## src/rtl/dram_pwrup_seq.sv

```systemverilog
module dram_pwrup_seq #(
  parameter int          UNIT_SHIFT = 10,
  parameter logic [31:0] CFG_RESET  = 32'h0002004E
) (
  input  logic        clk,
  input  logic        rst_n,
  input  logic        core_rst,
  input  logic        cfg_we,
  input  logic [31:0] cfg_wdata,
  output logic [31:0] cfg_rdata,
  input  logic        init_done,
  output logic        cke,
  output logic        init_start,
  output logic [2:0]  op_state
);
  localparam int          CW       = 12 + UNIT_SHIFT;
  localparam logic [31:0] CFG_MASK = 32'hC3FF0FFF;

  typedef enum logic [2:0] {
    S_PRE  = 3'd0,
    S_POST = 3'd1,
    S_INIT = 3'd2,
    S_NORM = 3'd3,
    S_SREF = 3'd4
  } st_t;

  st_t         st;
  logic [31:0] cfg_q, cfg_d;
  logic [CW-1:0] cnt, pre_ld, post_ld;
  logic        fresh;

  assign cfg_d   = (core_rst && cfg_we) ? (cfg_wdata & CFG_MASK) : cfg_q;
  assign pre_ld  = {cfg_d[11:0], {UNIT_SHIFT{1'b0}}};
  assign post_ld = {2'b00, cfg_q[25:16], {UNIT_SHIFT{1'b0}}};

  always_ff @(posedge clk or negedge rst_n)
    if (!rst_n) cfg_q <= CFG_RESET & CFG_MASK;
    else        cfg_q <= cfg_d;

  always_ff @(posedge clk or negedge rst_n) begin
    if (!rst_n) begin
      st <= S_PRE; cnt <= '0; cke <= 1'b0; init_start <= 1'b0; fresh <= 1'b1;
    end else if (core_rst) begin
      st <= S_PRE; cnt <= pre_ld; cke <= 1'b0; init_start <= 1'b0; fresh <= 1'b1;
    end else begin
      init_start <= 1'b0;
      fresh      <= 1'b0;
      case (st)
        S_PRE:
          if (fresh && cfg_q[30]) begin
            st  <= cfg_q[31] ? S_SREF : S_NORM;
            cke <= ~cfg_q[31];
          end else if (cnt == '0) begin
            st  <= S_POST;
            cke <= 1'b1;
            cnt <= post_ld;
          end else cnt <= cnt - 1'b1;
        S_POST:
          if (cnt == '0) begin
            st         <= S_INIT;
            init_start <= 1'b1;
          end else cnt <= cnt - 1'b1;
        S_INIT:
          if (init_done) st <= S_NORM;
        default: ;
      endcase
    end
  end

  assign cfg_rdata = cfg_q;
  assign op_state  = st;

  AST_RESET_HOLDS: assert property (@(posedge clk) disable iff (!rst_n)
    core_rst |=> (op_state == 3'd0 && !cke));
  AST_CFG_STATIC: assert property (@(posedge clk) disable iff (!rst_n)
    !core_rst |=> $stable(cfg_rdata));
  AST_CKE_IN_POST: assert property (@(posedge clk) disable iff (!rst_n)
    (op_state == 3'd1) |-> cke);
  AST_START_ONE_CYCLE: assert property (@(posedge clk) disable iff (!rst_n)
    init_start |=> !init_start);
  AST_START_IN_INIT: assert property (@(posedge clk) disable iff (!rst_n)
    init_start |-> (op_state == 3'd2));
  AST_SREF_CKE_LOW: assert property (@(posedge clk) disable iff (!rst_n)
    (op_state == 3'd4) |-> !cke);
  AST_NORM_HOLDS: assert property (@(posedge clk) disable iff (!rst_n)
    (op_state == 3'd3 && !core_rst) |=> (op_state == 3'd3 && cke));
endmodule

```

## config.mk

```make
export PLATFORM = sky130hd
export DESIGN_NAME = dram_pwrup_seq
export DESIGN_NICKNAME = d
export VERILOG_FILES = /design/src/rtl/dram_pwrup_seq.sv
export SDC_FILE = /design/constraint.sdc
export NUM_CORES = 1
export LEC_CHECK = 0
export ABC_AREA = 1
export BUFFER_PORTS_ARGS = -buffer_cell sky130_fd_sc_hd__buf_2
export CAP_MARGIN = 15
export CELL_PAD_IN_SITES_DETAIL_PLACEMENT = 1
export CELL_PAD_IN_SITES_GLOBAL_PLACEMENT = 1
export CORE_MARGIN = 2
export CORE_UTILIZATION = 39
export CTS_CLUSTER_DIAMETER = 120
export CTS_CLUSTER_SIZE = 8
export DETAILED_ROUTE_END_ITERATION = 12
export PLACE_DENSITY = 0.8
export SYNTH_ARGS = -nofsm -noshare
export SYNTH_HDL_FRONTEND = slang
export SYNTH_SLANG_ARGS = --single-unit
```

## constraint.sdc

```tcl
create_clock -name clk -period 2.4 [get_ports clk]
set_clock_uncertainty 0.05 [all_clocks]
set_input_delay 0.24 -clock clk [delete_from_list [all_inputs] [get_ports clk]]
set_output_delay 0.24 -clock clk [all_outputs]
set_load 0.005 [all_outputs]
```

==> flow_summary.yaml <==
placement:
  gp_congestion: 0.857
  placed_area_um2: 3470
  portBuffers: 57
  hpwl_um: 6130
sta:
  drv_slew: 0
  fmax_mhz: 505
  setup_violations: 0
  period_share: 0.824
  hold_ws_ps: -35.6
  slew_headroom: 0.549
  tightest_slew_ps: 676
  period_needed_ps: 1980
  hold_viol: 19
  tns_ps: 0
  rsz0062_at_grt: "no"
die:
  die_h_um: 93.1
  placementRows: 32
  design.portCount: 74
  die_w_um: 93.1
  die-area_um2: 8680
  initial_core_util: 0.401
  coreArea_um2: 7730
synth:
  syn_area_per_cell_um2: 7.91
  synthFlopType: "dfrtp_1"
  synth_edf_count: 0
  yosys-top-cells-area: "dfrtp_1 (37%), nand2_1 (13%), nand3_1 (6.8%)"
  netlist.area_leader.share: 0.371
  synth_seq_area_share: 0.422
  synth_area_um2: 3100
  ys_top_cells_by_count: "nand2_1 (105), nor2_1 (52), dfrtp_1 (46)"
  yosys.area.top_type: "dfrtp_1"
  ys_warn_count: 0
  synth.most_common_cell: "nand2_1"
  syn_inst: 392
  synthArstFlopShare: 1.00
  synth_cell_types: 34
  ys_ff_latch: 52
global_route:
  grt_overflow: 0
  grt_pass1_wl_um: 13800
  first_global_vias: 2890
  grt_start_max_net_pins: 53
  track_usage: 0.198
  antenna_found_initial: 0
critical_path:
  required_ps: 2600
  critPathMaxFanout: 13
  worstPathBufferInverterCount: 1
  worstPathCellList: "inv_1, ha_1, nand2_2, nor2_2, nand4_4, a21oi_4, nand2_1, nand3_1"
  critPathKind: "reg2reg"
  crit_arrival_ps: 2180
  cp-start-kind: "flop"
  end_kind: "flop"
  cp_top_family: "simple AND/OR/NAND/NOR gates"
  slowest_delay_ps: 420
  slowest_stage: "a21oi_4"
clock_tree:
  cts_buffers: 5
  clockBufferDepth: 2
  tritoncts: "built"
  clk_pin_slew_ps: 100
  postCtsHoldBufs: 0
  clk_latency_ps: 310
  cts_setup_buffers: 0
  cts-root-buf: "clkbuf_8"
  cts_resized: 0
  clock_sinks: 52
  htree_levels: 2
drt:
  first_iter_violations: 119
  drc_errors: 0
  vias: 2751
  drtPass1Iterations: 4
  top_layer: "met4"
  met1_length_um: 3790
  dr_wl_met3_um: 249
  dr_wl_met2_um: 3860
  wl_per_cell_um: 14.5
  routed_wl_um: 8020
  ant_nets: 0
  viasPerCell: 4.97
min_path:
  min_path_type: "in2async"
run:
  cap_violations: 0
layout:
  final_cell_area_um2: 3560
  drive_gt1_frac: 0.259
  layout.nets: 489
  antenna_cells: 0
  fillers: 977
  synthToLayoutAreaGrowth_pct: 14.9
outcome:
  status: "complete, but fails checks"
  violations: "negative hold slack"
pwr:
  peakVddDrop_mv: 0.367
  p_leak_uw: 0.00182
  powerDensity_nw_per_um2: 1080
==> sequential cells by signal, summed over array words and instances, names as in the netlist <==
name / cells
cke: 1
init_start: 1
cnt: 22
fresh: 1
cfg_rdata: 24
op_state: 3
==> worst reg2reg max path, stage by stage (launching register included) <==
cell	delay (ps)
dfrtp_1	370
inv_1	120
ha_1	260
nand2_2	130
nor2_2	190
nand4_4	170
a21oi_4	420
nand2_1	110
nand3_1	110
==> layout make-up <==
type / instances / area [um^2] / share of cell area
Clock inverter: 2 / 13.8 / 0.00386
Tap cell: 102 / 128 / 0.0358
Clock buffer: 6 / 82.6 / 0.0232
Inverter: 31 / 116 / 0.0327
Timing Repair Buffer: 65 / 345 / 0.0969
Sequential cell: 52 / 1310 / 0.367
Multi-Input combinational cell: 296 / 1570 / 0.440
==> where the power goes <==
group / switching (uW) / total [uW] / internal [uW]
Sequential: 273 / 1400 / 1130
Combinational: 1180 / 1870 / 690
Clock: 318 / 555 / 237
==> per-stage QoR <==
step | total power (uW) | utilization | worst slack, ps | cells
final | 3830 | 0.461 | 422 | 554
after global routing | 4190 | 0.461 | 250 | 554
after CTS | 3860 | 0.461 | 412 | 554
after detailed placement | 3300 | 0.449 | 425 | 546
after global placement | 3210 | 0.449 | 504 | 546
after floorplan | 2770 | - | 711 | 399
==> path summary, 6_finish.rpt <==
| kind | slack, ps | endpoint | start | cells after the start |
|---|---|---|---|---|
| max reg2reg | 420 | cnt[10] | cnt[0] | 8 |
| min | -40 | cnt[2] | rst_n | 2 |
| min reg2reg | 450 | cke | cke | 2 |
| max in group asynchronous | 1850 | cfg_rdata[18] | rst_n | 2 |
| min in group clk | 100 | cfg_rdata[22] | cfg_wdata[22] | 2 |
| max | 420 | cnt[10] | cnt[0] | 8 |
==> per-layer routing <==
metal | GRT usage | up-vias
met2 | 0.337 | 51
met4 | 0.0576 | 0
met5 | 0 | -
met3 | 0.0298 | 11
met1 | 0.263 | 1333
li1 | - | 1356
==> layout by cell type (no fill, tap or decap) <==
cell type	instances
nand3_1	42
nand3_2	2
or2_0	3
a21oi_4	1
dfrtp_1	46
nand4_2	1
nand4_1	8
buf_2	57
conb_1	8
xor2_1	9
o21ai_0	5
clkinv_2	1
or2_4	1
xnor2_1	4
nand2_4	2
inv_6	1
ha_1	1
o22ai_2	1
mux2_2	18
nand2_2	1
buf_4	8
inv_1	31
o21bai_1	1
nand2_1	105
clkbuf_8	6
nor3_1	3
nor2_1	52
nor2_4	3
dfstp_2	6
a21oi_1	16
o31ai_1	1
o21ai_2	3
nand4_4	1
nor2_2	4
==> cells by family (layout without fill, tap and decap cells) <==
logic type               Yosys count  in the layout  synth area share
AND/OR/NAND/NOR                  228            228             0.333
XOR/XNOR                          13             13            0.0367
AO/OA/AOI/OAI                     28             28            0.0565
adder cells (fa/ha/maj)            1              1           0.00404
other                              1              8           0.00121
flip-flops                        52             52             0.422
buffers and inverters             51            104            0.0803
multiplexers                      18             18            0.0654
Note: power is estimated with default switching activity, not from simulation.
